<file path="src/rtl/pim_pkg.sv">
package pim_pkg;

   typedef enum logic [3:0] {
      S_IDLE,
      S_ADDR,
      S_ADDR_CAP,
      S_ADDR_REL,
      S_DATA,
      S_DATA_CAP,
      S_DATA_REL,
      S_WR,
      S_WR_REL,
      S_RD,
      S_RD_REL
   } step_e;

   typedef enum logic [1:0] {
      W_NONE,
      W_HIGH,
      W_LOW
   } wait_e;

   function automatic wait_e wait_of(step_e s);
      case (s)
         S_ADDR_CAP, S_DATA_CAP, S_WR, S_RD:     return W_HIGH;
         S_ADDR_REL, S_DATA_REL, S_WR_REL, S_RD_REL: return W_LOW;
         default:                                return W_NONE;
      endcase
   endfunction

   function automatic step_e next_of(step_e s, logic is_wr);
      case (s)
         S_ADDR:     return S_ADDR_CAP;
         S_ADDR_CAP: return S_ADDR_REL;
         S_ADDR_REL: return is_wr ? S_DATA : S_RD;
         S_DATA:     return S_DATA_CAP;
         S_DATA_CAP: return S_DATA_REL;
         S_DATA_REL: return S_WR;
         S_WR:       return S_WR_REL;
         S_RD:       return S_RD_REL;
         default:    return S_IDLE;
      endcase
   endfunction

endpackage

</file>
<file path="src/rtl/pim_poll_timer.sv">
module pim_poll_timer #(
   parameter int POLL_CYCLES = 100,
   parameter int POLL_TRIES  = 10
) (
   input  logic clk,
   input  logic rst_n,
   input  logic restart_i,
   input  logic miss_i,
   output logic tick_o,
   output logic last_o
);
   localparam int CNT_W = (POLL_CYCLES > 1) ? $clog2(POLL_CYCLES) : 1;
   localparam int TRY_W = (POLL_TRIES > 1) ? $clog2(POLL_TRIES) : 1;

   logic [TRY_W-1:0] tries_q;

   always_ff @(posedge clk or negedge rst_n) begin
      if (!rst_n) begin
         tries_q <= '0;
      end else if (restart_i) begin
         tries_q <= '0;
      end else if (miss_i) begin
         tries_q <= tries_q + 1'b1;
      end
   end

   assign last_o = (tries_q == TRY_W'(POLL_TRIES - 1));

   generate
      if (POLL_CYCLES == 1) begin : g_every_cycle
         assign tick_o = 1'b1;
      end else begin : g_countdown
         logic [CNT_W-1:0] cnt_q;
         always_ff @(posedge clk or negedge rst_n) begin
            if (!rst_n) begin
               cnt_q <= '0;
            end else if (restart_i) begin
               cnt_q <= '0;
            end else if (miss_i) begin
               cnt_q <= CNT_W'(POLL_CYCLES - 1);
            end else if (cnt_q != '0) begin
               cnt_q <= cnt_q - 1'b1;
            end
         end
         assign tick_o = (cnt_q == '0);
      end
   endgenerate

endmodule

</file>
<file path="src/rtl/pim_ctl_pack.sv">
module pim_ctl_pack
   import pim_pkg::*;
#(
   parameter int FIELD_W      = 16,
   parameter int CTL_W        = 32,
   parameter int CAP_ADDR_BIT = 16,
   parameter int CAP_DATA_BIT = 17,
   parameter int WRITE_BIT    = 18,
   parameter int READ_BIT     = 19
) (
   input  step_e              step_i,
   input  logic [FIELD_W-1:0] addr_i,
   input  logic [FIELD_W-1:0] data_i,
   output logic [CTL_W-1:0]   ctl_o
);
   localparam logic [CTL_W-1:0] STB_CA = CTL_W'(1) << CAP_ADDR_BIT;
   localparam logic [CTL_W-1:0] STB_CD = CTL_W'(1) << CAP_DATA_BIT;
   localparam logic [CTL_W-1:0] STB_WR = CTL_W'(1) << WRITE_BIT;
   localparam logic [CTL_W-1:0] STB_RD = CTL_W'(1) << READ_BIT;

   logic [CTL_W-1:0] a_word;
   logic [CTL_W-1:0] d_word;

   assign a_word = CTL_W'(addr_i);
   assign d_word = CTL_W'(data_i);

   always_comb begin
      case (step_i)
         S_ADDR, S_ADDR_REL:             ctl_o = a_word;
         S_ADDR_CAP:                     ctl_o = a_word | STB_CA;
         S_DATA, S_DATA_REL, S_WR_REL:   ctl_o = d_word;
         S_DATA_CAP:                     ctl_o = d_word | STB_CD;
         S_WR:                           ctl_o = STB_WR;
         S_RD:                           ctl_o = STB_RD;
         default:                        ctl_o = '0;
      endcase
   end

endmodule

</file>
<file path="src/rtl/pim_step_fsm.sv">
module pim_step_fsm
   import pim_pkg::*;
#(
   parameter int FIELD_W = 16
) (
   input  logic               clk,
   input  logic               rst_n,
   input  logic               req_valid_i,
   input  logic               req_write_i,
   input  logic [FIELD_W-1:0] req_addr_i,
   input  logic [FIELD_W-1:0] req_wdata_i,
   output logic               req_ready_o,
   input  logic               ack_i,
   input  logic [FIELD_W-1:0] stat_data_i,
   input  logic               tick_i,
   input  logic               last_i,
   output logic               restart_o,
   output logic               miss_o,
   output step_e              step_o,
   output logic [FIELD_W-1:0] addr_o,
   output logic [FIELD_W-1:0] data_o,
   output logic               done_o,
   output logic               err_o,
   output logic [FIELD_W-1:0] rdata_o
);
   step_e              step_q;
   logic               is_wr_q;
   logic [FIELD_W-1:0] addr_q;
   logic [FIELD_W-1:0] data_q;
   logic [FIELD_W-1:0] rdata_q;
   logic               done_q;
   logic               err_q;

   wait_e wt;
   logic  hit;
   logic  accept;
   logic  advance;
   logic  give_up;
   step_e nxt;

   always_comb begin
      wt      = wait_of(step_q);
      nxt     = next_of(step_q, is_wr_q);
      hit     = (wt == W_HIGH && ack_i) || (wt == W_LOW && !ack_i);
      accept  = req_valid_i && (step_q == S_IDLE);
      advance = (step_q != S_IDLE) &&
                ((wt == W_NONE) || (tick_i && hit));
      miss_o  = (wt != W_NONE) && tick_i && !hit;
      give_up = miss_o && last_i;
   end

   assign restart_o = accept || advance || give_up;

   always_ff @(posedge clk or negedge rst_n) begin
      if (!rst_n) begin
         step_q  <= S_IDLE;
         is_wr_q <= 1'b0;
         addr_q  <= '0;
         data_q  <= '0;
         rdata_q <= '0;
         done_q  <= 1'b0;
         err_q   <= 1'b0;
      end else begin
         done_q <= 1'b0;
         err_q  <= 1'b0;
         if (accept) begin
            step_q  <= S_ADDR;
            is_wr_q <= req_write_i;
            addr_q  <= req_addr_i;
            data_q  <= req_wdata_i;
         end else if (advance) begin
            step_q <= nxt;
            if (step_q == S_RD) begin
               rdata_q <= stat_data_i;
            end
            if (nxt == S_IDLE) begin
               done_q <= 1'b1;
            end
         end else if (give_up) begin
            step_q <= S_IDLE;
            done_q <= 1'b1;
            err_q  <= 1'b1;
         end
      end
   end

   assign req_ready_o = (step_q == S_IDLE);
   assign step_o      = step_q;
   assign addr_o      = addr_q;
   assign data_o      = data_q;
   assign done_o      = done_q;
   assign err_o       = err_q;
   assign rdata_o     = rdata_q;

endmodule

</file>
<file path="src/rtl/phy_indirect_master.sv">
module phy_indirect_master
   import pim_pkg::*;
#(
   parameter int FIELD_W      = 16,
   parameter int CTL_W        = 32,
   parameter int STAT_W       = 32,
   parameter int CAP_ADDR_BIT = 16,
   parameter int CAP_DATA_BIT = 17,
   parameter int WRITE_BIT    = 18,
   parameter int READ_BIT     = 19,
   parameter int ACK_BIT      = 16,
   parameter int POLL_CYCLES  = 100,
   parameter int POLL_TRIES   = 10
) (
   input  logic               clk,
   input  logic               rst_n,
   input  logic               req_valid_i,
   output logic               req_ready_o,
   input  logic               req_write_i,
   input  logic [FIELD_W-1:0] req_addr_i,
   input  logic [FIELD_W-1:0] req_wdata_i,
   output logic               rsp_done_o,
   output logic               rsp_err_o,
   output logic [FIELD_W-1:0] rsp_rdata_o,
   output logic [CTL_W-1:0]   phy_ctl_o,
   input  logic [STAT_W-1:0]  phy_stat_i
);
   generate
      if (CAP_ADDR_BIT < FIELD_W || CAP_DATA_BIT < FIELD_W ||
          WRITE_BIT < FIELD_W || READ_BIT < FIELD_W) begin : g_bad_field
         $error("strobe bits overlap the address/data field");
      end
      if (CAP_ADDR_BIT >= CTL_W || CAP_DATA_BIT >= CTL_W ||
          WRITE_BIT >= CTL_W || READ_BIT >= CTL_W) begin : g_bad_ctl
         $error("strobe bit beyond control word");
      end
      if (CAP_ADDR_BIT == CAP_DATA_BIT || CAP_ADDR_BIT == WRITE_BIT ||
          CAP_ADDR_BIT == READ_BIT || CAP_DATA_BIT == WRITE_BIT ||
          CAP_DATA_BIT == READ_BIT || WRITE_BIT == READ_BIT) begin : g_bad_dup
         $error("strobe bits must be distinct");
      end
      if (ACK_BIT < FIELD_W || ACK_BIT >= STAT_W) begin : g_bad_ack
         $error("acknowledge bit misplaced in status word");
      end
      if (POLL_CYCLES < 1 || POLL_TRIES < 1) begin : g_bad_poll
         $error("poll interval and tries must be at least one");
      end
   endgenerate

   step_e              step;
   logic [FIELD_W-1:0] addr_r;
   logic [FIELD_W-1:0] data_r;
   logic               tick;
   logic               last;
   logic               restart;
   logic               miss;

   pim_step_fsm #(
      .FIELD_W (FIELD_W)
   ) u_fsm (
      .clk         (clk),
      .rst_n       (rst_n),
      .req_valid_i (req_valid_i),
      .req_write_i (req_write_i),
      .req_addr_i  (req_addr_i),
      .req_wdata_i (req_wdata_i),
      .req_ready_o (req_ready_o),
      .ack_i       (phy_stat_i[ACK_BIT]),
      .stat_data_i (phy_stat_i[FIELD_W-1:0]),
      .tick_i      (tick),
      .last_i      (last),
      .restart_o   (restart),
      .miss_o      (miss),
      .step_o      (step),
      .addr_o      (addr_r),
      .data_o      (data_r),
      .done_o      (rsp_done_o),
      .err_o       (rsp_err_o),
      .rdata_o     (rsp_rdata_o)
   );

   pim_poll_timer #(
      .POLL_CYCLES (POLL_CYCLES),
      .POLL_TRIES  (POLL_TRIES)
   ) u_timer (
      .clk       (clk),
      .rst_n     (rst_n),
      .restart_i (restart),
      .miss_i    (miss),
      .tick_o    (tick),
      .last_o    (last)
   );

   pim_ctl_pack #(
      .FIELD_W      (FIELD_W),
      .CTL_W        (CTL_W),
      .CAP_ADDR_BIT (CAP_ADDR_BIT),
      .CAP_DATA_BIT (CAP_DATA_BIT),
      .WRITE_BIT    (WRITE_BIT),
      .READ_BIT     (READ_BIT)
   ) u_pack (
      .step_i (step),
      .addr_i (addr_r),
      .data_i (data_r),
      .ctl_o  (phy_ctl_o)
   );

endmodule

</file>
<file path="config.mk">
export PLATFORM = sky130hd
export DESIGN_NAME = phy_indirect_master
export DESIGN_NICKNAME = d
export VERILOG_FILES = /design/src/rtl/pim_pkg.sv /design/src/rtl/pim_poll_timer.sv /design/src/rtl/pim_ctl_pack.sv /design/src/rtl/pim_step_fsm.sv /design/src/rtl/phy_indirect_master.sv
export SDC_FILE = /design/constraint.sdc
export NUM_CORES = 1
export LEC_CHECK = 0
export ABC_AREA = 1
export CAP_MARGIN = 20
export CORE_MARGIN = 3
export CORE_UTILIZATION = 50
export CTS_CLUSTER_SIZE = 28
export DETAILED_ROUTE_END_ITERATION = 8
export MAX_ROUTING_LAYER = met4
export PLACE_DENSITY_LB_ADDON = 0.08
export SLEW_MARGIN = 20
export SYNTH_ARGS = -nofsm -noshare
export SYNTH_HDL_FRONTEND = slang
export SYNTH_HIERARCHICAL = 1
export SYNTH_SLANG_ARGS = --single-unit
</file>
<file path="constraint.sdc">
create_clock -name clk -period 4.67 [get_ports clk]
set_clock_uncertainty 0.1 [all_clocks]
set_input_delay 0.467 -clock clk [delete_from_list [all_inputs] [get_ports clk]]
set_output_delay 0.467 -clock clk [all_outputs]
set_load 0.02 [all_outputs]
</file>
# [Yosys cells after proc, flatten, opt, wreduce, memory -nomap -nowiden]
# Memories as Yosys holds them, arrays and structs flattened.
# Cells that the tools add are included.
[classes] n_addsub=2 n_eq_ne=12 n_mux=17 bitwise_logic=1 n_reduce_logical=27
[op_table] operator="$pmux 20 s6" count=1
[op_table] operator="$pmux 4 s8" count=1
[op_table] operator="$mux 4" count=6
[op_table] operator="$mux 7" count=3
[op_table] operator="$eq 4x3->1 const B" count=4
[op_table] operator="$eq 4x4->1 const B" count=3
[op_table] operator="$eq 4x2->1 const B" count=2
[op_table] operator="$logic_and 1x1->1" count=8
[op_table] operator="$logic_not 4->1" count=2
[op_table] operator="$logic_not 7->1" count=1
[op_table] operator="$reduce_bool 7->1" count=1
[op_table] operator="$sub 7x1->7 const B" count=1
[op_table] operator="$mux 1" count=6
[op_table] operator="$reduce_bool 3->1" count=2
[op_table] operator="$add 4x1->4 const B" count=1
[op_table] operator="$eq 4x1->1 const B" count=1
[op_table] operator="$logic_or 1x1->1" count=4
[op_table] operator="$reduce_bool 2->1" count=2
[op_table] operator="$reduce_bool 4->1" count=1
[op_table] operator="$reduce_and 3->1" count=1
[op_table] operator="$reduce_or 3->1" count=1
[op_table] operator="$eq 2x1->1 const B" count=1
[op_table] operator="$eq 2x2->1 const B" count=1
[op_table] operator="$logic_not 1->1" count=2
[op_table] operator="other kinds (3)" count=3
[totals] register_bits=66 rom_bits=32 input_bits=68 output_inout_bits=51 elab_cells=69 mem_count=1
[mem_list] memory="(name not given)" words=16 word_bits=2 read_ports=1 rd_clocked_by_memory_dff=0 write_ports=0 line="pim_pkg.sv:24" source="case (s)"

# [Depth between registers and ports, before layout]
# Gate-level depths: netlist (run 1).
# An unclocked memory read counts as a cell.
[logic_depth] word_depth=10 depth_mapped=14 ltp_nobuf=14

# [Cells and area by module]
# The synthesis (run 1) kept the hierarchy.
[by_module_without_submodules] module="pim_step_fsm" n_inst=1 cells_per_inst=282 area_per_inst_um2=2469.9 seq_area_each_um2=1376.3
[by_module_without_submodules] module="pim_poll_timer" n_inst=1 cells_per_inst=79 area_per_inst_um2=623.1 seq_area_each_um2=275.3
[by_module_without_submodules] module="pim_ctl_pack" n_inst=1 cells_per_inst=96 area_per_inst_um2=585.6 seq_area_each_um2=0.0

# [Least setup slack after synthesis (run 1)]
# No wires, ideal clock.
[synth_timing] path_type="reg-to-reg" startpoint="register u_fsm.step_q[2], in the netlist u_fsm/step_o[2]" endpoint="register u_timer.g_countdown.cnt_q[3]" setup_time_ns=0.072 t_arrival_ns=1.991 t_required_ns=4.498 slack_ns=2.507 path_stages_with_launch=12 path_buffers=2 period_less_slack_ns=2.163 path_cell_list="dfrtp_1 > nor2_2 > inv_1 > nor2_2 > nand2_1 > buf_2 > buf_6 > nand3_1 > nor2_2 > nand4_4 > inv_1 > nor2_1"
[synth_between] elab_cells_between_ends=23 cone_classes="2 x eq/ne; 2 x mux; 18 x reduce/logical; 1 x memory"
[synth_rtl] item="from (decl)" line="pim_step_fsm.sv:26" source="step_e step_q;"
[synth_rtl] item="from (signal assigned)" line="pim_step_fsm.sv:72" source="step_q <= nxt;"
[synth_rtl] item="$logic_not 4->1 *"
[synth_rtl] item="net req_ready_o" line="phy_indirect_master.sv:18" source="output logic req_ready_o,"
[synth_rtl] item="$logic_and 1x1->1 *" line="pim_step_fsm.sv:45" source="accept = req_valid_i && (step_q == S_IDLE);"
[synth_rtl] item="$logic_or 1x1->1 * (2 in a row)" line="pim_step_fsm.sv:52" source="assign restart_o = accept || advance || give_up;"
[synth_rtl] item="net restart" line="phy_indirect_master.sv:55" source="logic restart;"
[synth_rtl] item="$reduce_bool 3->1 (no source line) / $mux 7 (equally long branches)"
[synth_rtl] item="to (signal assigned)" line="pim_poll_timer.sv:40" source="cnt_q <= CNT_W'(POLL_CYCLES - 1);"
[synth_rtl] item="to (signal assigned)" line="pim_poll_timer.sv:42" source="cnt_q <= cnt_q - 1'b1;"
[synth_rtl] item="to (decl)" line="pim_poll_timer.sv:33" source="logic [CNT_W-1:0] cnt_q;"
# The timed path passes the listed nets; every way through them passes the cells marked *.
# A chain may end at the register's enable or synchronous reset.

# [Worst setup path in the final report (run 1)]
[layout_timing] startpoint="register u_fsm.step_q[0], in the netlist u_fsm/step_o[0]" endpoint="output port phy_ctl_o[13]"
[layout_between] elab_chain_len=3 elab_cells_between_ends=12 cone_classes="9 x eq/ne; 1 x mux; 2 x reduce/logical"
[layout_rtl] item="$eq 4x3->1 (tied with other cells)" line="pim_ctl_pack.sv:28" source="case (step_i)"
[layout_rtl] item="$reduce_or 3->1 / $reduce_or 2->1 (equally long branches)" line="pim_ctl_pack.sv:28"
[layout_rtl] item="$pmux 20 s6 *" line="pim_ctl_pack.sv:28"
[layout_rtl] item="to (decl)" line="phy_indirect_master.sv:25" source="output logic [CTL_W-1:0] phy_ctl_o,"
# Every way passes the cells marked *; elsewhere a longest branch is shown, timed or not.

==> reports/results.tsv, run 1 <==
stage	metric	value	unit
outcome	status	finished, final reports clean	
sta	slew_headroom	43.72	%
die	die_y	91.78	microns
global_route	grt_pass1_vias	3263	
cells_and_area	nets	615	
worst_setup_path	critPathKind	flop to output pin	
cells_and_area	drive_above_1_share	16.39	%
clock_tree	cts_tree	built	
sta	setup-violations-final	0	
cells_and_area	antenna_cells	0	
drt	ant_nets	0	
sta	rsz0062_at_grt	false	
die	start_util	52.97	%
synthesis	synth_cell_type_count	32	
global_route	grtUsageTotal	21.97	%
sta	post-route-period-util	62.70	%
worst_setup_path	startpoint_type	flop	
synthesis	synth_area_per_cell	8.049	sq um
run	cap_viol_max_count	0	
sta	period_needed	2.928	ns
min_path	hold_path.class	input port to asynchronous set/reset pin	
drt	vias	3223	
clock_tree	postCtsHoldBufs	0	
power	power_leakage	2.383	nW
clock_tree	clockBufferDepth	2	
worst_setup_path	r2r-start	u_fsm/step_o[3]	
drt	via_per_inst	4.997	
power	ir_drop	321.7	uV
sta	tns	0	ns
synthesis	ys_warn_count	6	
worst_setup_path	crit_family	buffers and inverters	
die	fp-row-count	30	
synthesis	ys_seq_elements	66	
die	die_w	91.78	microns
place	gp_congestion	0.8792	
worst_setup_path	crit_start	u_fsm/step_o[0]	
drt	wl_per_cell	13.26	microns
worst_setup_path	slowest_stage	clkdlybuf4s50_1	
worst_setup_path	crit_chain	inv_2, nand2_2, nand3_1, nand3_2, clkdlybuf4s50_1	
sta	worst_pin_slew	0.8443	ns
clock_tree	clk_latency	0.34	ns
sta	hold_viol	0	
sta	slew_violations	0	
synthesis	postSynthCellCount	457	
synthesis	synth_seq_area_share	44.90	%
die	io_pins	119	
global_route	grt_pass1_wl	14.62	mm
worst_setup_path	critical-path-max-stage-delay	0.60	ns
worst_setup_path	required	4.10	ns
global_route	grt_max_degree	67	
cells_and_area	fillers	572	
cells_and_area	area_growth_syn_to_layout	28.47	%
global_route	antenna_found_initial	0	
clock_tree	clock-root-buffer	clkbuf_8	
sta	fmax	341.5	MHz
worst_setup_path	path_buf_inv	2	
worst_setup_path	cp.arrival	2.36	ns
power	p_per_area	665.4	mW/mm^2
clock_tree	ctsResizeCount	0	
die	core	0.006944	sq mm
clock_tree	clock-sinks	66	
clock_tree	clk_pin_slew_worst_paths	0.08	ns
drt	wirelength	8.551	mm
drt	drtPass1Iterations	5	
cells_and_area	layout_commonest_cell	nand2_1	
worst_setup_path	end_kind	output pin	
global_route	overflow	0	
worst_setup_path	crit_fanout	19	
die	dieArea	0.008423	sq mm
drt	drc_errors	0	
place	dp_slack	2.093	ns
clock_tree	cts_setup_buffers	0	
sta	fin_ws	1.742	ns
drt	drtIter0Drc	258	
cells_and_area	final_cell_mix	nand2_1, clkdlybuf4s50_1, dfrtp_1	
synthesis	netlist_area	0.003679	sq mm
clock_tree	h-tree-depth	3	
clock_tree	cts_buffers	9	
place	post-dp-hpwl	5.848	mm
place	portBuffers	91	
synth_stat cells:
| cell type | instances | area, sq um |
|---|---|---|
| o21ai_0 | 4 | 20.02 |
| conb_1 | 1 | 3.750 |
| nor2_8 | 1 | 20.02 |
| buf_4 | 13 | 97.59 |
| nand3_2 | 11 | 110.1 |
| nor3_2 | 1 | 10.01 |
| nand3_4 | 1 | 17.52 |
| inv_1 | 35 | 131.4 |
| nor2_4 | 2 | 22.52 |
| nand2_4 | 2 | 22.52 |
| o31ai_1 | 1 | 7.510 |
| buf_8 | 1 | 15.01 |
| buf_6 | 6 | 67.56 |
| nor2_2 | 7 | 43.79 |
| nand2_2 | 22 | 137.6 |
| nand4_1 | 7 | 43.79 |
| inv_2 | 7 | 26.28 |
| o21ai_1 | 3 | 15.01 |
| ha_1 | 3 | 37.54 |
| buf_2 | 8 | 40.04 |
| o221ai_1 | 1 | 8.760 |
| o22ai_1 | 1 | 6.260 |
| o21ai_2 | 16 | 140.1 |
| nor4_1 | 1 | 6.260 |
| nor3_1 | 1 | 5.000 |
| nand3_1 | 50 | 250.2 |
| nand2_1 | 156 | 585.6 |
| dfrtp_1 | 66 | 1652 |
| nand4_4 | 1 | 21.27 |
| a21oi_1 | 5 | 25.02 |
| or2_2 | 1 | 6.260 |
| nor2_1 | 22 | 82.58 |
worst paths after layout:
check                                                     to  slack, ns  cells past startpoint
worst max-delay path                           phy_ctl_o[13]       1.74                      5
worst min-delay path                         u_fsm/addr_o[1]       0.19                      2
worst max register to register  u_timer/g_countdown.cnt_q[0]       2.09                      9
worst min register to register               u_fsm/addr_o[3]       0.39                      2
max in group asynchronous                 u_timer/tries_q[2]       3.70                      2
min in group clk                             u_fsm/addr_o[3]       0.39                      2
power by group:
| part | switching (mW) | internal, mW |
|---|---|---|
| clock | 0.221 | 0.243 |
| sequential | 0.191 | 0.815 |
| combinational | 0.995 | 0.681 |
state kept, by name (all words and copies together) (netlist names):
| signal | flops |
|---|---|
| u_fsm/rdata_o | 16 |
| u_fsm/addr_o | 16 |
| u_timer/tries_q | 4 |
| u_fsm/err_o | 1 |
| u_fsm/data_o | 16 |
| u_fsm/done_o | 1 |
| u_fsm/is_wr_q | 1 |
| u_fsm/step_o | 4 |
| u_timer/g_countdown.cnt_q | 7 |
stage by stage:
stage / hold slack, ns / instance area, sq um / total power [mW] / util, % / std cells
after floorplan: 0.07141 / 3720 / 2.145 / - / 468
after global placement: 0.3623 / 4541 / 2.644 / 65.39 / 629
after detailed placement: 0.3706 / 4541 / 2.690 / 65.39 / 629
after CTS: 0.2358 / 4726 / 3.168 / 68.05 / 645
after global routing: 0.2853 / 4726 / 3.402 / 68.05 / 645
final: 0.1947 / 4726 / 3.144 / 68.05 / 645
cell type report:
| type | count | area [sq um] | area share, % |
|---|---|---|---|
| multi-input cells | 332 | 1690 | 35.77 |
| well taps | 96 | 120.1 | 2.542 |
| clock buffers | 10 | 127.6 | 2.701 |
| flip-flops and latches | 66 | 1652 | 34.95 |
| clock inverters | 6 | 57.56 | 1.218 |
| inverters | 42 | 157.7 | 3.336 |
| repair buffers | 93 | 920.9 | 19.49 |
cell families after synthesis:
kind of cell             after synthesis  synth area share (%)
other                                  1                0.1019
AND/OR/NAND/NOR                      286                 37.65
buffers and inverters                 70                 10.27
AO/OA/AOI/OAI                         31                 6.054
flip-flops                            66                 44.90
adder cells (fa/ha/maj)                3                 1.021
layer usage:
layer,track usage [%],wire [microns]
met2,37.25,4262
met5,-,0
met1,24.80,3568
met3,4.676,513
met4,10.40,207
Power figures use the tool's default switching activity.
==> run 2, diff against run 1 <==
--- a/config.mk
+++ b/config.mk
@@ -8,7 +8,7 @@
 export ABC_AREA = 1
 export CAP_MARGIN = 20
 export CORE_MARGIN = 3
-export CORE_UTILIZATION = 50
+export CORE_UTILIZATION = 42
 export CTS_CLUSTER_SIZE = 28
 export DETAILED_ROUTE_END_ITERATION = 8
 export MAX_ROUTING_LAYER = met4
==> constraint.sdc (replaced) <==
create_clock -name clk -period 2.4 [get_ports clk]
set_clock_uncertainty 0.1 [all_clocks]
set_input_delay 0.24 -clock clk [delete_from_list [all_inputs] [get_ports clk]]
set_output_delay 0.24 -clock clk [all_outputs]
set_load 0.02 [all_outputs]
==> run 2 against run 1 <==
Compared with the run above: sequential share of layout area fell by 1.5 points; global-route usage fell by 3.4 points; non-clock buffer count up 13; count of clock-buffer cells in the layout unchanged; clock power grew 140%; setup slack lost 1.6 ns; sequential power up 92%; first-iteration DRC count fell by 55%; critical path depth unchanged; cell count increased by 3.4%; largest cell class unchanged; highest routed layer unchanged.
==> reports/results.tsv, run 2 (synthesized netlist as in run 1, its figures left out) <==
stage	metric	value	unit
outcome	status	finished, final reports clean	
worst_setup_path	critPathKind	flop to output pin	
drt	vias	3205	
cells_and_area	area_growth_syn_to_layout	34.63	%
drt	wirelength	8.600	mm
worst_setup_path	crit_family	buffers and inverters	
power	p_per_area	1293	mW/mm^2
drt	via_per_inst	4.805	
die	io_pins	119	
clock_tree	clk_latency	0.33	ns
drt	drtIter0Drc	116	
power	ir_drop	487.2	uV
place	dp_cells	648	
worst_setup_path	end_kind	output pin	
clock_tree	h-tree-depth	3	
worst_setup_path	crit_chain	inv_2, nand2_1, nor2_8, buf_12, clkdlybuf4s50_1	
die	core	0.008341	sq mm
die	die_w	99.59	microns
cells_and_area	fillers	793	
place	post-dp-hpwl	5.996	mm
sta	setup-violations-final	0	
die	fp-row-count	33	
sta	worst_pin_slew	0.6741	ns
power	power_leakage	2.610	nW
place	place_area	0.004652	sq mm
run	cap_viol_max_count	0	
cells_and_area	layout_commonest_cell	nand2_1	
drt	ant_nets	0	
sta	hold_viol	0	
cells_and_area	stdcell_area	0.004952	sq mm
global_route	grt_max_degree	40	
power	fin_total_pwr	6.406	mW
drt	drtPass1Iterations	4	
worst_setup_path	cp.arrival	1.94	ns
global_route	grt_pass1_vias	3141	
global_route	antenna_found_initial	0	
global_route	overflow	0	
clock_tree	clock-sinks	66	
sta	slew_headroom	55.06	%
place	portBuffers	91	
sta	rsz0062_at_grt	false	
place	gp_congestion	0.8509	
sta	period_needed	2.284	ns
die	dieArea	0.009917	sq mm
die	start_util	44.10	%
worst_setup_path	path_buf_inv	3	
worst_setup_path	slowest_stage	clkdlybuf4s50_1	
sta	fmax	437.8	MHz
cells_and_area	drive_above_1_share	18.86	%
worst_setup_path	crit_fanout	10	
sta	post-route-period-util	95.17	%
min_path	hold_path.class	input port to flop	
clock_tree	cts_buffers	9	
clock_tree	cts_tree	built	
worst_setup_path	startpoint_type	flop	
global_route	grt_pass1_wl	14.52	mm
die	die_y	99.59	microns
cells_and_area	nets	628	
sta	slew_violations	0	
worst_setup_path	critical-path-max-stage-delay	0.60	ns
cells_and_area	final_cell_mix	nand2_1, clkdlybuf4s50_1, dfrtp_1	
worst_setup_path	required	2.06	ns
clock_tree	clk_pin_slew_worst_paths	0.07	ns
clock_tree	clock-root-buffer	clkbuf_8	
global_route	grtUsageTotal	18.59	%
clock_tree	clockBufferDepth	2	
cells_and_area	stdcell_count	667	
drt	drc_errors	0	
cells_and_area	antenna_cells	0	
drt	wl_per_cell	12.89	microns
[run 2: report_power, final]
group	total, mW	leakage (nW)	internal (mW)	switching, mW
logic	3.33	1.65	1.37	1.96
clock network	1.13	0.117	0.694	0.441
registers	1.94	0.843	1.59	0.353
total	6.41	2.61	3.65	2.75
[run 2: timing repair]
item / 4_1_cts / 5_1_grt
endpoints found under the hold margin: 27 / 0
buffers inserted: 2 / 0
hold buffers: 1 / 0
endpoints found under the setup margin: 17 / 9
gates resized for setup: 15 / 9
pin swaps: 1 / 0
[run 2: cell type report]
class / instances / area (sq um) / area share [%]
clock inverters: 6 / 115.1 / 2.324
repair buffers: 106 / 1059 / 21.37
multi-input cells: 332 / 1707 / 34.46
inverters: 42 / 157.7 / 3.183
clock buffers: 10 / 127.6 / 2.577
well taps: 105 / 131.4 / 2.653
flip-flops and latches: 66 / 1655 / 33.43
[run 2: final timing paths]
| kind | start | endpoint | slack (ns) | depth (start not counted) |
|---|---|---|---|---|
| setup / recovery | u_fsm/step_o[1] | phy_ctl_o[17] | 0.12 | 5 |
| hold / removal | req_addr_i[15] | u_fsm/addr_o[15] | 0.34 | 3 |
| setup reg to reg | u_timer/g_countdown.cnt_q[0] | u_fsm/rdata_o[6] | 0.28 | 12 |
| hold reg to reg | u_fsm/addr_o[10] | u_fsm/addr_o[10] | 0.38 | 2 |
| max in group asynchronous | rst_n | u_fsm/rdata_o[14] | 1.16 | 3 |
| min in group asynchronous | rst_n | u_fsm/data_o[0] | 0.38 | 2 |
[run 2: per-stage QoR]
| stage | hold WS, ns | worst slack (ns) | utilization (%) | TNS, ns |
|---|---|---|---|---|
| floorplan | -0.1556 | 0.2373 | - | 0 |
| global placement | 0.2073 | 0.2024 | 55.78 | 0 |
| detailed placement | 0.2071 | 0.1952 | 55.78 | 0 |
| CTS | 0.3202 | -0.06906 | 59.09 | -0.2121 |
| global route | 0.3296 | 0.01476 | 59.38 | 0 |
| finish | 0.3376 | 0.1158 | 59.38 | 0 |
[run 2: tightest hold or removal path, stage by stage]
cell             delay (ns)
clkdlybuf4s50_1        0.39
nand2_1                0.06
nand2_1                0.04
[run 2: routing by layer]
| layer | share of wire (%) | track usage (%) | wire (microns) |
|---|---|---|---|
| met5 | 0 | - | 0 |
| met4 | 0.95 | 6.408 | 82 |
| met3 | 6.9 | 4.278 | 596 |
| met2 | 48 | 28.98 | 4100 |
| met1 | 44 | 23.90 | 3819 |
==> run 3, diff against run 2 <==
--- a/config.mk
+++ b/config.mk
@@ -12,8 +12,8 @@
 export CTS_CLUSTER_SIZE = 28
 export DETAILED_ROUTE_END_ITERATION = 8
 export MAX_ROUTING_LAYER = met4
-export PLACE_DENSITY_LB_ADDON = 0.08
-export SLEW_MARGIN = 20
+export PLACE_DENSITY = 0.77
+export SLEW_MARGIN = 15
 export SYNTH_ARGS = -nofsm -noshare
 export SYNTH_HDL_FRONTEND = slang
 export SYNTH_HIERARCHICAL = 1
==> run 3 against run 2 <==
Compared with the run above: clock power increased by 11%; largest cell class unchanged; combinational power about the same; sequential share of layout area decreased by 0.20 points; largest power group unchanged; sequential cell count unchanged; design area is 0.68% higher; global-route usage increased by 0.38 points.
==> reports/results.tsv, run 3 (synthesized netlist as in run 1, its figures left out) <==
stage	metric	value	unit
cells_and_area	area_growth_syn_to_layout	35.54	%
power	p_int	3.738	mW
worst_setup_path	crit_chain	inv_2, buf_4, nor3_1, clkdlybuf4s50_1	
worst_setup_path	crit_fanout	18	
clock_tree	clk_latency	0.33	ns
drt	met3_length	679	microns
die	dieArea	0.009917	sq mm
worst_setup_path	critPathCapture	phy_ctl_o[18]	
sta	fin_hold_ws	0.3187	ns
worst_setup_path	r2r-start	u_fsm/step_o[2]	
power	p_per_area	1313	mW/mm^2
place	place_area	0.004637	sq mm
power	p_clk_share	19.2	%
die	core	0.008341	sq mm
sta	fmax	432.6	MHz
cells_and_area	drive_above_1_share	20.00	%
place	portBuffers	91	
worst_setup_path	crit_start	u_fsm/step_o[0]	
power	power_leakage	2.570	nW
clock_tree	clockBufferDepth	2	
global_route	overflow	0	
drt	vias	3331	
worst_setup_path	required	2.06	ns
worst_setup_path	crit_family	buffers and inverters	
sta	setup-violations-final	0	
die	die_y	99.59	microns
sta	slew_violations	0	
drt	ant_nets	0	
die	io_pins	119	
global_route	antenna_found_initial	0	
clock_tree	clk_pin_slew_worst_paths	0.07	ns
drt	wl_per_cell	13.39	microns
sta	worst_pin_slew	0.5130	ns
worst_setup_path	slowest_stage	clkdlybuf4s50_1	
power	ir_drop	717.9	uV
drt	drtPass1Iterations	5	
place	post-dp-hpwl	6.367	mm
worst_setup_path	cp.arrival	1.97	ns
drt	wl_met1	3.550	mm
clock_tree	cts_tree	built	
sta	hold_viol	0	
sta	rsz0062_at_grt	true	
drt	drc_errors	0	
power	power_frac_comb	50.7	%
drt	wirelength	8.971	mm
die	die_w	99.59	microns
drt	top_layer	met4	
cells_and_area	nets	631	
clock_tree	h-tree-depth	3	
sta	period_needed	2.311	ns
outcome	status	finished, final reports clean	
global_route	grt_pass1_vias	3306	
clock_tree	clock-root-buffer	clkbuf_8	
worst_setup_path	path_buf_inv	3	
worst_setup_path	critPathKind	flop to output pin	
run	cap_viol_max_count	0	
drt	drtIter0Drc	211	
worst_setup_path	reg2reg_depth	12	
clock_tree	cts_buffers	9	
cells_and_area	layout_commonest_cell	nand2_1	
sta	post-route-period-util	96.31	%
worst_setup_path	critical-path-max-stage-delay	0.63	ns
power	seq_power_share	30.1	%
worst_setup_path	rr_endpoint	u_timer/tries_q[2]	
drt	via_per_inst	4.972	
sta	slew_headroom	65.80	%
global_route	grt_pass1_wl	14.84	mm
power	fin_total_pwr	6.547	mW
power	power_switching	2.809	mW
die	start_util	44.10	%
cells_and_area	stdcell_area	0.004986	sq mm
cells_and_area	fillers	745	
place	dp_cells	646	
global_route	grtUsageTotal	18.97	%
cells_and_area	final_cell_mix	nand2_1, clkdlybuf4s50_1, dfrtp_1	
die	fp-row-count	33	
worst_setup_path	startpoint_type	flop	
sta	fin_ws	0.08861	ns
power	swShare	42.91	%
min_path	hold_path.class	input port to asynchronous set/reset pin	
worst_setup_path	end_kind	output pin	
worst_setup_path	crit_cells	4	
drt	dr_wl_met2	4.596	mm
global_route	grt_max_degree	33	
cells_and_area	antenna_cells	0	
place	gp_congestion	0.8534	
place	dp_slack	0.1270	ns
worst_setup_path	reg2reg_setup_slack	0.21	ns
clock_tree	clock-sinks	66	
cells_and_area	stdcell_count	670	
run 3: cell types whose count changed in the layout (fill, tap and decap cells not counted), sizes merged:
cell / before / now
buf: 15 / 17
bufinv: 3 / 4
clkdlybuf4s15: 0 / 2
clkdlybuf4s50: 72 / 73
clkinv: 2 / 0
dlygate4sd2: 12 / 14
dlymetal6s2s: 6 / 1
inv: 42 / 43
nor2: 32 / 33
run 3: worst min-delay path by stage:
stage,end,slack (ns),cells after the start
finish,u_fsm/rdata_o[2],0.32,2
floorplan,u_fsm/addr_o[0],-0.16,0
global placement,u_fsm/rdata_o[10],0.14,1
global route,u_fsm/addr_o[9],0.32,3
CTS,u_fsm/rdata_o[10],0.30,2
detailed placement,u_fsm/rdata_o[10],0.14,1
run 3: final cells by class:
| cell class | instances | area, sq um | area share [%] |
|---|---|---|---|
| Timing Repair Buffer | 108 | 1046 | 20.98 |
| Inverter | 42 | 157.7 | 3.162 |
| Clock inverter | 6 | 136.4 | 2.735 |
| Multi-Input combinational cell | 333 | 1720 | 34.50 |
| Clock buffer | 10 | 137.6 | 2.760 |
| Tap cell | 105 | 131.4 | 2.635 |
| Sequential cell | 66 | 1657 | 33.22 |
run 3: per-stage QoR:
stage / TNS (ns) / util (%)
5_1_grt: -0.01074 / 59.78
6_report: 0 / 59.78
4_1_cts: 0 / 59.69
3_5_place_dp: 0 / 55.60
3_3_place_gp: 0 / 55.60
2_1_floorplan: 0 / -
run 3: worst register-to-register path: cells and delay by family, from the launching register on:
kind / cells / cell delay, ns
buffers and inverters: 2 / 0.34
AND/OR/NAND/NOR: 8 / 0.89
flip-flops: 1 / 0.52
AO/OA/AOI/OAI: 2 / 0.25
run 3: per-layer routing:
layer	track usage, %	up-vias
li1	-	1631
met1	20.61	1567
met2	33.06	113
met3	7.013	20
met4	4.412	0
met5	-	-
run 3: power by group through the flow:
stage	Clock, mW	Sequential (mW)	Combinational, mW
2_1_floorplan	0	2.04	2.14
6_report	1.25	1.97	3.32
5_1_grt	1.33	2.03	3.67
3_5_place_dp	0	1.98	3.36
4_1_cts	1.28	1.97	3.33
3_3_place_gp	0	1.95	3.26
run 3: repair_timing:
| item | 4_1_cts | 5_1_grt |
|---|---|---|
| resized for setup | 23 | 5 |
| hold endpoints to repair | 20 | 0 |
| pin swaps | 3 | 0 |
| setup buffers | 6 | 0 |
| setup endpoints to repair | 18 | 12 |
| gates cloned | 1 | 0 |
| hold buffers | 1 | 0 |
